===== src/rtl/wdg_pkg.sv =====
package wdg_pkg;

    // Two views of the synchronised strobe used for transition detection
    typedef struct packed {
        logic level;
        logic prev;
    } strobe_view_t;

    // Why the counter is held at zero this cycle (priority order)
    typedef enum logic [1:0] {
        HOLD_NONE  = 2'd0,
        HOLD_SYS   = 2'd1,
        HOLD_FLOAT = 2'd2,
        HOLD_EDGE  = 2'd3
    } hold_cause_e;

    function automatic int cnt_bits(input int limit);
        return (limit < 2) ? 1 : $clog2(limit + 1);
    endfunction

endpackage


===== src/rtl/wdg_edge_sense.sv =====
module wdg_edge_sense
    import wdg_pkg::*;
#(
    parameter int SYNC_STAGES = 2
) (
    input  logic clk,
    input  logic rst,
    input  logic strobe_i,
    output logic activity_o
);

    localparam int LAST = SYNC_STAGES - 1;

    logic [SYNC_STAGES-1:0] chain;
    strobe_view_t           view;
    logic                   prev_q;

    always_ff @(posedge clk) begin
        if (rst) chain[0] <= 1'b0;
        else     chain[0] <= strobe_i;
    end

    generate
        for (genvar i = 1; i < SYNC_STAGES; i++) begin : g_stage
            always_ff @(posedge clk) begin
                if (rst) chain[i] <= 1'b0;
                else     chain[i] <= chain[i-1];
            end
        end
    endgenerate

    always_ff @(posedge clk) begin
        if (rst) prev_q <= 1'b0;
        else     prev_q <= chain[LAST];
    end

    always_comb begin
        view.level = chain[LAST];
        view.prev  = prev_q;
        activity_o = view.level ^ view.prev;
    end

endmodule


===== src/rtl/wdg_timer.sv =====
module wdg_timer
    import wdg_pkg::*;
#(
    parameter int TIMEOUT_CYCLES = 1000,
    parameter int CNT_W          = 10
) (
    input  logic             clk,
    input  logic             rst,
    input  logic             sys_reset_i,
    input  logic             float_i,
    input  logic             activity_i,
    output logic             expired_o,
    output logic [CNT_W-1:0] count_o
);

    localparam logic [CNT_W-1:0] TERM = CNT_W'(TIMEOUT_CYCLES);

    hold_cause_e cause;

    always_comb begin
        if (sys_reset_i)     cause = HOLD_SYS;
        else if (float_i)    cause = HOLD_FLOAT;
        else if (activity_i) cause = HOLD_EDGE;
        else                 cause = HOLD_NONE;
    end

    assign expired_o = (count_o == TERM);

    always_ff @(posedge clk) begin
        if (rst)                    count_o <= '0;
        else if (cause != HOLD_NONE) count_o <= '0;
        else if (!expired_o)        count_o <= count_o + 1'b1;
    end

endmodule


===== src/rtl/strobe_watchdog.sv =====
module strobe_watchdog
    import wdg_pkg::*;
#(
    parameter int TIMEOUT_CYCLES = 1000,
    parameter int SYNC_STAGES    = 2
) (
    input  logic clk,
    input  logic rst,
    input  logic strobe_i,
    input  logic strobe_float_i,
    input  logic sys_reset_i,
    input  logic supply_ok_i,
    output logic wdo_n_o
);

    localparam int CNT_W = cnt_bits(TIMEOUT_CYCLES);

    logic             activity;
    logic             expired;
    logic [CNT_W-1:0] count;

    wdg_edge_sense #(.SYNC_STAGES(SYNC_STAGES)) edge_i (
        .clk        (clk),
        .rst        (rst),
        .strobe_i   (strobe_i),
        .activity_o (activity)
    );

    wdg_timer #(.TIMEOUT_CYCLES(TIMEOUT_CYCLES), .CNT_W(CNT_W)) timer_i (
        .clk         (clk),
        .rst         (rst),
        .sys_reset_i (sys_reset_i),
        .float_i     (strobe_float_i),
        .activity_i  (activity),
        .expired_o   (expired),
        .count_o     (count)
    );

    // Supply path is deliberately unregistered: no hold, no delay
    assign wdo_n_o = supply_ok_i & ~expired;

endmodule


===== config.mk =====
export PLATFORM = sky130hd
export DESIGN_NAME = strobe_watchdog
export DESIGN_NICKNAME = d
export VERILOG_FILES = /design/src/rtl/wdg_pkg.sv /design/src/rtl/wdg_edge_sense.sv /design/src/rtl/wdg_timer.sv /design/src/rtl/strobe_watchdog.sv
export SDC_FILE = /design/constraint.sdc
export NUM_CORES = 1
export LEC_CHECK = 0
export BUFFER_PORTS_ARGS = -buffer_cell sky130_fd_sc_hd__buf_2
export CELL_PAD_IN_SITES_DETAIL_PLACEMENT = 0
export CELL_PAD_IN_SITES_GLOBAL_PLACEMENT = 1
export CORE_UTILIZATION = 43
export DETAILED_ROUTE_END_ITERATION = 8
export PLACE_DENSITY = 0.78
export SLEW_MARGIN = 0
export SYNTH_ARGS = -nofsm -noshare
export SYNTH_HDL_FRONTEND = slang
export SYNTH_SLANG_ARGS = --single-unit

===== constraint.sdc =====
create_clock -name clk -period 2.3 [get_ports clk]
set_input_delay 0.46 -clock clk [delete_from_list [all_inputs] [get_ports clk]]
set_output_delay 0.46 -clock clk [all_outputs]
set_load 0.02 [all_outputs]

==> results of run 1 <==
[flip-flops by register name, indices dropped and copies added, names as in the netlist]
signal	cells
timer_i.count_o	10
edge_i.chain	2
edge_i.prev_q	1
[Yosys cell counts]
cell type	count
dfxtp_1	13
a21oi_1	7
inv_1	6
nand2_1	4
nand4_1	4
nor2b_1	4
or4_1	4
o31ai_1	3
a31oi_1	2
ha_1	2
nand3_1	2
nor3b_1	2
o21ai_0	2
xnor2_1	2
a311o_2	1
a31o_2	1
and2_1	1
and4_1	1
buf_1	1
buf_6	1
clkbuf_1	1
nor2_1	1
or3_1	1
or3_2	1
xor2_1	1
[power by group]
part / leakage [nW] / internal (mW) / switching (mW) / total [mW]
registers: 0.105 / 0.228 / 0.00172 / 0.230
clock network: 0.0177 / 0.0646 / 0.0750 / 0.140
logic: 0.105 / 0.00772 / 0.00770 / 0.0154
total: 0.228 / 0.300 / 0.0844 / 0.385
[metal layers]
layer  vias to the layer above  track usage [%]
met5                         -                0
met3                         2             10.2
met2                        11             25.8
li1                        260                -
met4                         0             7.76
met1                       235             19.0
[worst min-delay path by stage]
stage	startpoint	endpoint	slack, ns
3_5_place_dp	edge_i.chain[0]	edge_i.chain[1]	0.44
2_1_floorplan	edge_i.chain[0]	edge_i.chain[1]	0.41
6_report	rst	edge_i.chain[1]	0.37
4_1_cts	rst	edge_i.chain[1]	0.36
3_3_place_gp	edge_i.chain[0]	edge_i.chain[1]	0.42
5_1_grt	rst	edge_i.chain[0]	0.37
[layout make-up]
| class | count | share of cell area, % |
|---|---|---|
| multi-input combinational | 46 | 45.3 |
| sequential | 13 | 38.8 |
| timing repair buffer | 7 | 5.60 |
| clock buffer | 3 | 3.36 |
| inverter | 6 | 3.36 |
| tap | 15 | 2.80 |
| clock inverter | 1 | 0.746 |
[logic make-up (layout without fill, tap and decap cells)]
| logic type | Yosys count | after routing | share of synthesized area (%) |
|---|---|---|---|
| simple gates | 25 | 25 | 25.2 |
| compound gates | 16 | 16 | 16.5 |
| flops | 13 | 13 | 43.0 |
| buf+inv | 9 | 17 | 6.82 |
| xor+xnor | 3 | 3 | 4.34 |
| fa+ha+maj | 2 | 2 | 4.13 |
[worst max-delay path, cell delays in order (launching register included)]
cell	delay (ns)
dfxtp_1	0.38
inv_1	0.09
ha_1	0.19
and2_1	0.21
a31oi_1	0.16
buf_2	0.18
==> results.json, run 1 <==
{
  "status": "complete, no violations",
  "final_cells": 91,
  "clk_pin_slew_worst_paths_ns": 0.07,
  "grt_antenna_before_repair": 0,
  "cp_data_required_time_ns": 1.84,
  "grt_start_max_net_pins": 11,
  "dp.cells": 87,
  "yosysTopAreaCell": "dfxtp_1",
  "reg2reg_from": "timer_i.count_o[1]",
  "fin_util_pct": 51.5,
  "nFillCells": 140,
  "whs_ns": 0.373,
  "synth_area_um2": 606,
  "setup_tns_ns": 0,
  "grt_pass1_wl_um": 1690,
  "power_leakage_nw": 0.228,
  "dr.pass1.iters": 4,
  "regArea_um2": 260,
  "via_per_inst": 5.58,
  "cts_resized": 0,
  "drv_slew": 0,
  "grt_pass1_vias": 417,
  "layout_common_cells": "dfxtp_1 (13), a21oi_1 (7), inv_1 (6), buf_2 (6)",
  "drt-met1-wl_um": 476,
  "cts_sinks": 13,
  "start_kind": "register",
  "ant_nets": 0,
  "wire_per_inst_um": 11.2,
  "grt_usage_pct": 17.1,
  "die_area_um2": 1560,
  "multiInputGateArea_um2": 304,
  "layout-drive-gt1-share_pct": 18.4,
  "synth_seq_area_share_pct": 43.0,
  "max-vdd-ir-drop_uv": 299,
  "top_layer": "met4",
  "fmax_ghz": 0.517,
  "cts-root-buf": "clkbuf_4",
  "drc_errors": 0,
  "die_h_um": 39.5,
  "met2_length_um": 477,
  "rrSetupSlack_ns": 0.82,
  "area_growth_pct": 10.7,
  "gp_congestion": 0.647,
  "yosysWarnings": 0,
  "fin_nets": 85,
  "critPathCapture": "wdo_n_o",
  "fp.dieW_um": 39.5,
  "ys_seq_elements": 13,
  "cts_tree": "done",
  "fp-row-count": 13,
  "power_uw": 385,
  "crit_start": "timer_i.count_o[0]",
  "ioPinCount": 7,
  "synth_top_area_share_pct": 43.0,
  "ctsHoldBuffers": 0,
  "hp-class": "input pin to register",
  "period_needed_ns": 1.93,
  "dpl_cell_area_um2": 643,
  "finalHoldViolations": 0,
  "first_iter_violations": 8,
  "coreArea_um2": 1300,
  "clk_path_buf_depth": 2,
  "power_density_nw_per_um2": 573,
  "dp_slack_ns": 0.658,
  "end_kind": "output port",
  "holdPathStages": 2,
  "maxCapViolations": 0,
  "relSlewSlack_pct": 76.3,
  "reg2reg_to": "timer_i.count_o[8]",
  "dpl.hpwl_um": 739,
  "htree_levels": 1,
  "wl_um": 1020,
  "initial_utilization_pct": 46.5,
  "design_area_um2": 671,
  "avgSynthCellArea_um2": 8.91,
  "post-cts-setup-buffers": 0,
  "synth_cells": 68,
  "cts_buffers": 3,
  "worst_r2r_path_depth": 4,
  "num_vias": 508,
  "min_period_over_period_pct": 84.1,
  "syn_nets": 76,
  "antenna_cells": 0,
  "synth_area_leaders": "dfxtp_1 (43%), a21oi_1 (5.8%), or4_1 (5.0%)",
  "worst_slew_pin_slew_ns": 0.355,
  "clock_latency_ns": 0.28,
  "critical_path_class": "register to output port",
  "cp_data_arrival_time_ns": 1.47,
  "gr-total-overflow": 0,
  "port_buffers": 6,
  "fin_ws_ns": 0.366,
  "crit_fanout": 6,
  "synth.distinct_cells": 25,
  "setup_viol": 0,
  "layout_commonest_cell": "dfxtp_1",
  "grt_setup_unrepaired": "false",
  "skew_ns": 0.00456,
  "wl_met3_um": 58
}
(Power assumes the default switching activity.)
==> run 2, diff against run 1 <==
CORE_UTILIZATION = 36   (was 43)
PLACE_DENSITY = 0.7   (was 0.78)
clock period = 1.7 ns   (was 2.3 ns; I/O delays follow)
==> run 2 against run 1 <==
Effect of this change:
- hold slack got worse by 0.12 ns
- sequential power grew 35%
- global-route usage fell by 2.5 points
- via count rose by 1.6%
- count of clock-buffer cells in the layout is the same
- first-iteration DRC count decreased by 50%
- clock power grew 33%
- final area increased by 5.0%
- non-clock buffer count is 3 higher
- die area increased by 18%
- critical path depth stayed put
- wire length rose by 11%
- largest power group unchanged
- highest routed layer is now met3
==> results.json, run 2 (synthesis results as in run 1) <==
{
  "status": "complete, no violations",
  "drc_errors": 0,
  "worst_slew_pin_slew_ns": 0.373,
  "nFillCells": 167,
  "whs_endpoint": "edge_i.chain[0]",
  "end_kind": "output port",
  "cp_data_arrival_time_ns": 1.27,
  "ioPinCount": 7,
  "maxCapViolations": 0,
  "cts_tree": "done",
  "fp-row-count": 14,
  "wl_met3_um": 42,
  "cp_cell_sequence": "inv_2 -> ha_1 -> and2_4 -> a31oi_1 -> buf_4",
  "hp-class": "input pin to register",
  "relSlewSlack_pct": 75.2,
  "final_cells": 95,
  "period_needed_ns": 1.61,
  "rrSetupSlack_ns": 0.20,
  "top_layer": "met3",
  "dp.cells": 88,
  "min_from": "rst",
  "fin_nets": 88,
  "skew_ns": 0.00654,
  "reg2reg_from": "timer_i.count_o[1]",
  "power_density_nw_per_um2": 740,
  "via_per_inst": 5.43,
  "reg_top3": "timer_i.count_o (10), edge_i.chain (2), edge_i.prev_q (1)",
  "dr.pass1.iters": 2,
  "critical-path-top-delay-family": "flip-flops",
  "max_stage_delay_ns": 0.34,
  "coreArea_um2": 1540,
  "fmax_ghz": 0.623,
  "wire_per_inst_um": 11.9,
  "ctsHoldBuffers": 0,
  "ant_nets": 0,
  "start_kind": "register",
  "gp_congestion": 0.762,
  "layout-drive-gt1-share_pct": 27.8,
  "wl_um": 1130,
  "port_buffers": 6,
  "max-vdd-ir-drop_uv": 560,
  "fin_util_pct": 45.7,
  "setup_tns_ns": 0,
  "clock_latency_ns": 0.28,
  "layout_common_cells": "dfxtp_1 (11), a21oi_1 (7), inv_1 (5), buf_2 (5), buf_4 (5)",
  "crit_fanout": 3,
  "grt_usage_pct": 14.6,
  "crit_start": "timer_i.count_o[0]",
  "area_growth_pct": 16.3,
  "htree_levels": 1,
  "critPathBufInv": 2,
  "drt-met1-wl_um": 552,
  "met2_length_um": 537,
  "largest_reg_flops": 10,
  "drv_slew": 0,
  "initial_utilization_pct": 39.3,
  "cts_sinks": 13,
  "clk_pin_slew_worst_paths_ns": 0.08,
  "cpMaxStageDelayCell": "dfxtp_2",
  "critical_path_class": "register to output port",
  "dpl.hpwl_um": 837,
  "grt_setup_unrepaired": "false",
  "clk_path_buf_depth": 2,
  "grt_pass1_wl_um": 2050,
  "holdPathStages": 2,
  "cp_data_required_time_ns": 1.36,
  "layout_commonest_cell": "dfxtp_1",
  "setup_viol": 0,
  "reg2reg_to": "timer_i.count_o[8]",
  "die_area_um2": 1850,
  "min_period_over_period_pct": 94.5,
  "num_vias": 516,
  "grt_antenna_before_repair": 0,
  "antenna_cells": 0,
  "grt_start_max_net_pins": 11,
  "fp.dieW_um": 43.0,
  "finalHoldViolations": 0,
  "cts_buffers": 3,
  "power_leakage_nw": 0.248,
  "whs_ns": 0.254,
  "worst_r2r_path_depth": 5,
  "top_register": "timer_i.count_o",
  "die_h_um": 43.0,
  "gr-total-overflow": 0,
  "grt_pass1_vias": 501,
  "power_uw": 521,
  "cts-root-buf": "clkbuf_4",
  "first_iter_violations": 4
}
[run 2: cell count changes in the layout (fill, tap and decap cells not counted)]
cell	before	now
buf_4	1	5
dfxtp_1	13	11
dfxtp_2	0	2
and2_1	1	0
and2_4	0	1
and4_1	1	0
and4_4	0	1
buf_2	6	5
inv_1	6	5
inv_2	0	1
[run 2: where the power goes]
| group | switching, mW | total [mW] | internal [mW] |
|---|---|---|---|
| clock | 0.0992 | 0.186 | 0.0872 |
| combinational | 0.0119 | 0.0246 | 0.0127 |
| sequential | 0.00167 | 0.310 | 0.308 |
| total | 0.113 | 0.521 | 0.408 |
[run 2: worst max-delay path by stage]
stage | to | slack (ns) | cells past startpoint
after CTS | wdo_n_o | 0.02 | 5
after global routing | wdo_n_o | 0.01 | 5
after global placement | wdo_n_o | 0.21 | 5
final | wdo_n_o | 0.09 | 5
after detailed placement | timer_i.count_o[0] | 0.18 | 3
after floorplan | wdo_n_o | 0.06 | 5
[run 2: layout make-up]
class                   instances  area [µm²]  share of cell area (%)
inverters                       6        22.5                    3.20
clock buffers                   3        22.5                    3.20
repair buffers                 10        62.6                    8.88
clock inverters                 1        5.00                   0.710
well taps                      16        20.0                    2.84
flip-flops and latches         13         263                    37.3
multi-input cells              46         309                    43.9
[run 2: stage by stage]
step | instance area [µm²] | worst slack (ns)
final | 704 | 0.0942
after global routing | 704 | 0.0139
after CTS | 699 | 0.0202
after detailed placement | 644 | 0.180
after global placement | 644 | 0.205
after floorplan | 606 | 0.0609
[run 2: repair_timing]
action                                  4_1_cts  5_1_grt
endpoints found under the setup margin        1        1
resized for setup                             4        4
pin swaps                                     0        1
buffers inserted                              3        0
[run 2: metal layers]
layer  track usage (%)  vias up
met5                 0        -
met4              1.82        0
met3              6.38        0
met2              23.3        9
met1              18.8      236
li1                  -      271
==> run 3, diff against run 2 <==
CORE_ASPECT_RATIO = 1.25   (was default)
CTS_CLUSTER_DIAMETER = 60   (was default)
==> run 3 against run 2 <==
Effect of this change:
- clock skew is essentially flat
- via count shrank 0.19%
- worst setup slack lost 0.023 ns
- sequential cell count is the same
- non-clock buffer count grew 2
- maximum frequency shrank 1.4%
- critical path depth is the same
- global-route usage shrank 0.20 points
- first-iteration DRC count grew to 2.8 times the previous value
- core utilization grew 0.54 points
- combinational power grew 5%
- critical path type unchanged
- largest cell class unchanged
- largest power group unchanged
- highest routed layer unchanged
==> results.json, run 3 (synthesis results as in run 1) <==
{
  "hp-class": "input pin to register",
  "critPathBufInv": 2,
  "setup_viol": 0,
  "reg2reg_from": "timer_i.count_o[1]",
  "skew_ns": 0.00677,
  "fp.dieW_um": 38.7,
  "cts_sinks": 13,
  "layout_common_cells": "dfxtp_1 (11), a21oi_1 (7), buf_4 (7)",
  "p_sw_share_pct": 21.0,
  "seqPwrFrac_pct": 59.3,
  "fp-row-count": 16,
  "port_buffers": 6,
  "fin_nets": 90,
  "cp_data_required_time_ns": 1.36,
  "switchingPower_uw": 110,
  "drv_slew": 0,
  "power_leakage_nw": 0.254,
  "die_area_um2": 1850,
  "drc_errors": 0,
  "fmax_ghz": 0.614,
  "fin_ws_ns": 0.0711,
  "dp.cells": 90,
  "ant_nets": 0,
  "dr.pass1.iters": 2,
  "via_per_inst": 5.20,
  "end_kind": "output port",
  "wl_um": 1140,
  "die_h_um": 47.9,
  "reg_top3": "timer_i.count_o (10), edge_i.chain (2), edge_i.prev_q (1)",
  "min_period_over_period_pct": 95.8,
  "start_kind": "register",
  "coreArea_um2": 1560,
  "max-vdd-ir-drop_uv": 444,
  "dpl.hpwl_um": 792,
  "dpl_cell_area_um2": 647,
  "cts-root-buf": "clkbuf_4",
  "cts_buffers": 3,
  "power.internal_uw": 413,
  "antenna_cells": 0,
  "first_iter_violations": 11,
  "grt_pass1_wl_um": 1860,
  "layout-drive-gt1-share_pct": 29.6,
  "area_growth_pct": 19.2,
  "ctsHoldBuffers": 0,
  "dp_slack_ns": 0.154,
  "gp_congestion": 0.728,
  "cp_cell_sequence": "inv_2 -> ha_2 -> and2_4 -> a31oi_1 -> buf_4",
  "period_needed_ns": 1.63,
  "top_register": "timer_i.count_o",
  "grt_antenna_before_repair": 0,
  "final_cells": 99,
  "power_density_nw_per_um2": 724,
  "htree_levels": 1,
  "setup_tns_ns": 0,
  "wire_per_inst_um": 11.5,
  "grt_start_max_net_pins": 11,
  "maxCapViolations": 0,
  "design_area_um2": 722,
  "fin_util_pct": 46.2,
  "clock_latency_ns": 0.27,
  "critical-path-top-delay-family": "flip-flops",
  "ioPinCount": 7,
  "cpMaxStageDelayCell": "dfxtp_2",
  "cp_data_arrival_time_ns": 1.29,
  "max_stage_delay_ns": 0.34,
  "power_uw": 523,
  "num_vias": 515,
  "finalHoldViolations": 0,
  "clock_power_share_pct": 35.7,
  "relSlewSlack_pct": 77.9,
  "clk_pin_slew_worst_paths_ns": 0.07,
  "layout_commonest_cell": "dfxtp_1",
  "nFillCells": 160,
  "worst_slew_pin_slew_ns": 0.331,
  "whs_ns": 0.269,
  "holdPathStages": 2,
  "min_from": "rst",
  "largest_reg_flops": 10,
  "reg2reg_to": "timer_i.count_o[8]",
  "worst_r2r_path_depth": 5,
  "gr-total-overflow": 0,
  "rrSetupSlack_ns": 0.15,
  "grt_pass1_vias": 460,
  "clk_path_buf_depth": 2,
  "combPwrFrac_pct": 4.9,
  "status": "complete, no violations",
  "cts_tree": "done",
  "crit_fanout": 4,
  "grt_usage_pct": 14.4,
  "initial_utilization_pct": 38.8,
  "whs_endpoint": "edge_i.chain[0]",
  "critical_path_class": "register to output port"
}
[run 3: how the worst max path moves through the flow]
stage / slack, ns / endpoint / depth (start not counted) / start
5_1_grt: -0.003 / wdo_n_o / 5 / timer_i.count_o[0]
2_1_floorplan: 0.06 / wdo_n_o / 5 / timer_i.count_o[0]
3_5_place_dp: 0.15 / timer_i.count_o[8] / 4 / timer_i.count_o[1]
6_report: 0.07 / wdo_n_o / 5 / timer_i.count_o[0]
4_1_cts: 0.002 / wdo_n_o / 5 / timer_i.count_o[0]
3_3_place_gp: 0.18 / wdo_n_o / 5 / timer_i.count_o[0]
[run 3: what timing repair did]
action / 4_1_cts / 5_1_grt
buffers inserted: 2 / 3
setup endpoints to repair: 1 / 1
gates resized for setup: 4 / 4
pin swaps: 0 / 1
[run 3: layout make-up]
type | count | area [µm²] | share of cell area, %
clock buffers | 4 | 26.3 | 3.64
inverters | 6 | 22.5 | 3.12
multi-input cells | 46 | 310 | 43.0
flip-flops and latches | 13 | 263 | 36.4
well taps | 18 | 22.5 | 3.12
repair buffers | 12 | 77.6 | 10.7
[run 3: per-layer routing]
layer	wire (µm)	vias up	track usage (%)
met3	17	0	4.19
met4	0	0	7.59
met1	539	237	16.9
li1	-	274	-
met2	586	4	23.7
met5	0	-	0
[run 3: worst reg2reg max path, stage by stage (launching register included)]
cell,delay (ns)
dfxtp_2,0.33
buf_4,0.12
ha_1,0.16
nand3_1,0.21
or4_1,0.52
a21oi_1,0.15
[run 3: power by group through the flow]
stage | registers, mW | logic [mW] | clock network [mW]
after floorplan | 0.317 | 0.0141 | 0
after detailed placement | 0.318 | 0.0212 | 0
final | 0.310 | 0.0259 | 0.187
after global routing | 0.311 | 0.0290 | 0.213
after global placement | 0.318 | 0.0207 | 0
after CTS | 0.310 | 0.0239 | 0.188
